`src/rtl/cmplogic_pkg.sv`:
```
package cmplogic_pkg;

  localparam int OP_W   = 5;
  localparam int SEL_W  = 3;
  localparam int GRP_W  = OP_W - SEL_W;

  localparam logic [GRP_W-1:0] GRP_LOGIC = 2'b00;
  localparam logic [GRP_W-1:0] GRP_CMP   = 2'b01;

  typedef enum logic [SEL_W-1:0] {
    CMP_GT  = 3'b000,
    CMP_GE  = 3'b001,
    CMP_LT  = 3'b010,
    CMP_LE  = 3'b011,
    CMP_EQ  = 3'b100,
    CMP_NE  = 3'b101,
    CMP_ZR  = 3'b110,
    CMP_NZ  = 3'b111
  } cmpSel_e;

  typedef enum logic [SEL_W-1:0] {
    LOG_AND = 3'b000,
    LOG_OR  = 3'b001,
    LOG_XOR = 3'b010,
    LOG_NOT = 3'b011,
    LOG_SHL = 3'b100,
    LOG_SHR = 3'b101,
    LOG_ROR = 3'b110,
    LOG_ROL = 3'b111
  } logicSel_e;

  // Strobes from control to datapath
  typedef struct packed {
    logic             flagLoad;
    logic             logicEn;
    logic [SEL_W-1:0] sel;
  } aluStrobe_t;

endpackage

```
`src/rtl/cmplogic_ctrl.sv`:
```
module cmplogic_ctrl
  import cmplogic_pkg::*;
(
  input  logic            opValid,
  input  logic [OP_W-1:0] opCode,
  output aluStrobe_t      strobes
);

  logic [GRP_W-1:0] grp;

  assign grp = opCode[OP_W-1:SEL_W];

  always_comb begin
    strobes.sel      = opCode[SEL_W-1:0];
    strobes.logicEn  = (grp == GRP_LOGIC);
    strobes.flagLoad = opValid && (grp == GRP_CMP);
  end

  // Both groups must never be enabled together
  always_comb begin
    assert_group_exclusive_R7: assert ($onehot0({strobes.flagLoad, strobes.logicEn}));
  end

endmodule

```
`src/rtl/cmplogic_dp.sv`:
```
module cmplogic_dp
  import cmplogic_pkg::*;
#(
  parameter int DATA_W = 8
) (
  input  logic              clk,
  input  logic              rst,
  input  aluStrobe_t        strobes,
  input  logic [DATA_W-1:0] opA,
  input  logic [DATA_W-1:0] opB,
  output logic [DATA_W-1:0] result,
  output logic              truthFlag
);

  localparam int SHAMT_W = $clog2(DATA_W);

  logic [SHAMT_W-1:0]  shAmt;
  logic [2*DATA_W-1:0] dblA;
  logic [2*DATA_W-1:0] rorWide;
  logic [2*DATA_W-1:0] rolWide;
  logic                cmpOut;

  assign shAmt   = opB[SHAMT_W-1:0];
  assign dblA    = {opA, opA};
  assign rorWide = dblA >> shAmt;
  assign rolWide = dblA << shAmt;

  // Combinational data result of the bitwise group
  always_comb begin
    result = '0;
    if (strobes.logicEn) begin
      unique case (logicSel_e'(strobes.sel))
        LOG_AND: result = opA & opB;
        LOG_OR:  result = opA | opB;
        LOG_XOR: result = opA ^ opB;
        LOG_NOT: result = ~opB;
        LOG_SHL: result = opA << shAmt;
        LOG_SHR: result = opA >> shAmt;
        LOG_ROR: result = rorWide[DATA_W-1:0];
        LOG_ROL: result = rolWide[2*DATA_W-1:DATA_W];
        default: result = '0;
      endcase
    end
  end

  // Unsigned comparison outcome
  always_comb begin
    unique case (cmpSel_e'(strobes.sel))
      CMP_GT:  cmpOut = opA >  opB;
      CMP_GE:  cmpOut = opA >= opB;
      CMP_LT:  cmpOut = opA <  opB;
      CMP_LE:  cmpOut = opA <= opB;
      CMP_EQ:  cmpOut = opA == opB;
      CMP_NE:  cmpOut = opA != opB;
      CMP_ZR:  cmpOut = opA == '0;
      CMP_NZ:  cmpOut = opA != '0;
      default: cmpOut = 1'b0;
    endcase
  end

  always_ff @(posedge clk) begin
    if (rst)                   truthFlag <= 1'b0;
    else if (strobes.flagLoad) truthFlag <= cmpOut;
  end

  // Flag holds whenever no comparison is loaded
  assert_flag_hold_R6: assert property (@(posedge clk) disable iff (rst)
    !strobes.flagLoad |=> $stable(truthFlag));

  // Flag is clear on the first cycle after reset
  assert_flag_reset_R9: assert property (@(posedge clk) disable iff (rst)
    $past(rst) |-> (truthFlag == 1'b0));

endmodule

```
`src/rtl/cmplogic_alu.sv`:
```
module cmplogic_alu
  import cmplogic_pkg::*;
#(
  parameter int DATA_W = 8
) (
  input  logic              clk,
  input  logic              rst,
  input  logic              opValid,
  input  logic [OP_W-1:0]   opCode,
  input  logic [DATA_W-1:0] opA,
  input  logic [DATA_W-1:0] opB,
  output logic [DATA_W-1:0] result,
  output logic              truthFlag
);

  aluStrobe_t strobes;

  cmplogic_ctrl u_ctrl (
    .opValid (opValid),
    .opCode  (opCode),
    .strobes (strobes)
  );

  cmplogic_dp #(.DATA_W(DATA_W)) u_dp (
    .clk       (clk),
    .rst       (rst),
    .strobes   (strobes),
    .opA       (opA),
    .opB       (opB),
    .result    (result),
    .truthFlag (truthFlag)
  );

  // Comparisons carry no data
  assert_cmp_no_data_R2: assert property (@(posedge clk) disable iff (rst)
    (opCode[OP_W-1:SEL_W] == GRP_CMP) |-> (result == '0));

  // Unused groups give zero and leave the flag alone
  assert_unused_zero_R8: assert property (@(posedge clk) disable iff (rst)
    opCode[OP_W-1] |-> (result == '0));
  assert_unused_hold_R8: assert property (@(posedge clk) disable iff (rst)
    opCode[OP_W-1] |=> $stable(truthFlag));

  // Bitwise group leaves the flag alone
  assert_logic_hold_R7: assert property (@(posedge clk) disable iff (rst)
    (opValid && opCode[OP_W-1:SEL_W] == GRP_LOGIC) |=> $stable(truthFlag));

  // Fixed operand case
  assert_gt_case_R10: assert property (@(posedge clk) disable iff (rst)
    (opValid && opCode == 5'b01000 && opA == 8'h20 && opB == 8'h35) |=> !truthFlag);
  assert_lt_case_R10: assert property (@(posedge clk) disable iff (rst)
    (opValid && opCode == 5'b01010 && opA == 8'h20 && opB == 8'h35) |=> truthFlag);

endmodule

```
`config.mk`:
```
export PLATFORM = sky130hd
export DESIGN_NAME = cmplogic_alu
export DESIGN_NICKNAME = d
export VERILOG_FILES = /design/src/rtl/cmplogic_pkg.sv /design/src/rtl/cmplogic_ctrl.sv /design/src/rtl/cmplogic_dp.sv /design/src/rtl/cmplogic_alu.sv
export SDC_FILE = /design/constraint.sdc
export NUM_CORES = 1
export LEC_CHECK = 0
export BUFFER_PORTS_ARGS = -buffer_cell sky130_fd_sc_hd__buf_2
export CAP_MARGIN = 20
export CORE_ASPECT_RATIO = 1.25
export CORE_MARGIN = 2
export CORE_UTILIZATION = 47
export DETAILED_ROUTE_END_ITERATION = 8
export PLACE_DENSITY = 0.69
export SYNTH_ARGS = -nofsm -noshare
export SYNTH_HDL_FRONTEND = slang
export SYNTH_SLANG_ARGS = --single-unit
```
`constraint.sdc`:
```
create_clock -name clk -period 8 [get_ports clk]
set_clock_uncertainty 0.1 [all_clocks]
set_input_delay 1.6 -clock clk [delete_from_list [all_inputs] [get_ports clk]]
set_output_delay 1.6 -clock clk [all_outputs]
set_load 0.02 [all_outputs]
```
==> results.sh <==
export IMPL_power_switching_mw=0.0567
export IMPL_avgSynthCellArea_um2=7.93
export IMPL_finalSetupTns_ps=0
export IMPL_drtAntennaViolNets=0
export IMPL_cpMostUsedCell="buf_2"
export IMPL_rsz0062_at_grt="false"
export IMPL_grt_max_degree=25
export IMPL_pin_count=33
export IMPL_synth_seq_cells=1
export IMPL_finalCritPeriodShare_pct=66.9
export IMPL_ir_worst_vdd_uv=41.7
export IMPL_p_per_area_nw_per_um2=55.0
export IMPL_yosysSeqAreaShare_pct=1.19
export IMPL_worst_path_stages=8
export IMPL_dr_first_iter_drc_count=97
export IMPL_crit_end="result[2]"
export IMPL_worst_slew_pin_slew_ps=716
export IMPL_fin_ws_ps=2650
export IMPL_endpoint_kind="primary output"
export IMPL_critPathMaxStageDelay_ps=430
export IMPL_syn_cell_area_um2=1690
export IMPL_syn_inst=213
export IMPL_setup_viol=0
export IMPL_synth_fp_nets=262
export IMPL_dr_pass1_iters=5
export IMPL_placementRows=24
export IMPL_die_w_um=57.6
export IMPL_port_buffers=32
export IMPL_synth_edff_count=0
export IMPL_criticalPathCategory="input port to primary output"
export IMPL_final_nets=282
export IMPL_seq_power_share_pct=5.5
export IMPL_pwr_share_clk_pct=0
export IMPL_status="finished clean"
export IMPL_worstReg2RegStart="u_dp.truthFlag"
export IMPL_regMostFlops="u_dp.truthFlag"
export IMPL_fp_dieH_um=71.0
export IMPL_hpwlAfterDp_um=3780
export IMPL_ys_types=59
export IMPL_cts_setup_buffers=0
export IMPL_fillCellCount=324
export IMPL_clkTransAtPathRegs_ps=0
export IMPL_synthArstFlopShare_pct=0
export IMPL_start_kind="input port"
export IMPL_dieArea_um2=4090
export IMPL_power_internal_mw=0.0433
export IMPL_crit_start="opB[2]"
export IMPL_core_um2=3450
export IMPL_cts_hold_fix_buffers=0
export IMPL_overflow=0
export IMPL_reg_largest_list="u_dp.truthFlag (1)"
export IMPL_yosysMostFrequentCell="ha_1"
export IMPL_critPathArrivalTime_ps=3650
export IMPL_routed_via_count=1863
export IMPL_start_util_pct=48.9
export IMPL_antenna_found_initial=0
export IMPL_cts_resized=0
export IMPL_combinationalPowerShare_pct=94.5
export IMPL_crit_family="buffers and inverters"
export IMPL_hold_viol=0
export IMPL_cp_cell_sequence="buf_2 -> clkinv_1 -> ha_1 -> o2bb2ai_1 -> o311ai_0 -> o221ai_1 -> a31oi_1 -> buf_2"
export IMPL_switching_share_pct=56.7
export IMPL_worst_ep_required_time_ps=6300
export IMPL_largest_reg_flops=1
export IMPL_min_period_ps=5350
export IMPL_grt_pass1_wl_um=8110
export IMPL_grt_pass1_vias=1644
export IMPL_slew_viol_final=0
export IMPL_cp_slowest_cell="ha_1"
export IMPL_hold_path_class="register to register"
export IMPL_maxCapViolCount=0
export IMPL_drive_above_1_share_pct=23.8
export IMPL_r2r_end="u_dp.truthFlag"
export IMPL_pre_cts_slack_ps=2720
export IMPL_p_leak_nw=0.839
export IMPL_viasPerCell=6.90
export IMPL_reg2reg_setup_slack_ps=7130
export IMPL_synth_area_leaders="ha_1 (19%), mux4_2 (16%), mux2i_1 (5.3%)"
export IMPL_diodes=0
export IMPL_grt_usage_pct=24.5
export IMPL_place_congestion=1.02
export IMPL_worst_r2r_path_depth=3
export IMPL_synth_top_cell_area_share_pct=18.5
export IMPL_ys_warn_count=0
export IMPL_drt_wl_total_um=5010
export IMPL_slew_headroom_pct=52.1
export IMPL_clock_latency_ps=0
export IMPL_fmax_mhz=187
export IMPL_cp_max_fo=18
export IMPL_area_growth_pct=7.78
export IMPL_synthFlopType="dfxtp_1"
export IMPL_worst_path_buf_inv=3
export IMPL_yosysTopAreaCell="ha_1"
export IMPL_drt_wirelength_per_cell_um=18.6
export IMPL_synth_common_cells="ha_1 (25), inv_1 (21), nor2_1 (17)"
export IMPL_post_route_drc_count=0
==> layout by cell type, fill, tap and decap left out, types with 3 or more instances in the layout <==
master / instances
buf_2: 32
nand2_1: 11
nor4_1: 4
a21oi_1: 9
o21ai_0: 8
nor3_1: 5
nand2b_1: 3
nor2_1: 17
nand3_1: 5
inv_1: 21
nor2b_1: 4
ha_1: 25
a211oi_1: 3
mux4_2: 12
mux2i_1: 9
o221ai_1: 4
a22oi_1: 3
or4_1: 3
o221a_2: 3
==> through the flow <==
stage	instances	area [µm²]	power, mW	hold WS [ps]	util [%]
2_1_floorplan	213	1690	0.0707	652	-
3_3_place_gp	270	1820	0.0984	550	52.7
3_5_place_dp	270	1820	0.0980	571	52.7
4_1_cts	270	1820	0.0984	580	52.7
5_1_grt	270	1820	0.109	683	52.7
6_report	270	1820	0.100	575	52.7
==> how the worst min path moves through the flow <==
stage | end | from | cells after the start
2_1_floorplan | u_dp.truthFlag | u_dp.truthFlag | 3
3_3_place_gp | u_dp.truthFlag | u_dp.truthFlag | 3
3_5_place_dp | u_dp.truthFlag | u_dp.truthFlag | 3
4_1_cts | u_dp.truthFlag | u_dp.truthFlag | 3
5_1_grt | u_dp.truthFlag | u_dp.truthFlag | 3
6_report | u_dp.truthFlag | u_dp.truthFlag | 3
==> power by group through the flow <==
stage	logic (mW)	registers [mW]	clock network (mW)
floorplan	0.0649	0.00581	0
global placement	0.0930	0.00547	0
detailed placement	0.0925	0.00549	0
CTS	0.0929	0.00549	0
global route	0.103	0.00550	0
finish	0.0946	0.00548	0
==> tightest hold or removal path: cells and delay by family (launching register included) <==
family	cells	cell delay, ps
AND/OR/NAND/NOR	2	280
AO/OA/AOI/OAI	1	60
flip-flops	1	300
==> cells by family (layout without fill, tap and decap cells) <==
logic type / after synthesis / after routing / share of synthesized area, %
adders and majority gates: 25 / 25 / 18.5
AOI/OAI and AO/OA: 61 / 61 / 27.2
DFF: 1 / 1 / 1.19
and+or+nand+nor: 66 / 66 / 20.7
muxes: 23 / 23 / 22.7
buffers and inverters: 37 / 55 / 9.70
==> layer usage <==
| metal | vias to the layer above | track usage (%) | routed length, µm |
|---|---|---|---|
| li1 | 858 | - | - |
| met1 | 863 | 34.3 | 2090 |
| met2 | 125 | 40.7 | 2370 |
| met3 | 17 | 1.46 | 433 |
| met4 | 0 | 6.20 | 125 |
| met5 | - | 0 | 0 |
==> layout make-up <==
type	instances	area (µm²)	area share [%]
repair buffers	32	160	8.80
multi-input cells	175	1510	82.7
well taps	39	48.8	2.68
flip-flops and latches	1	20.0	1.10
inverters	23	86.3	4.74
Note: power is estimated with default switching activity, not from simulation.
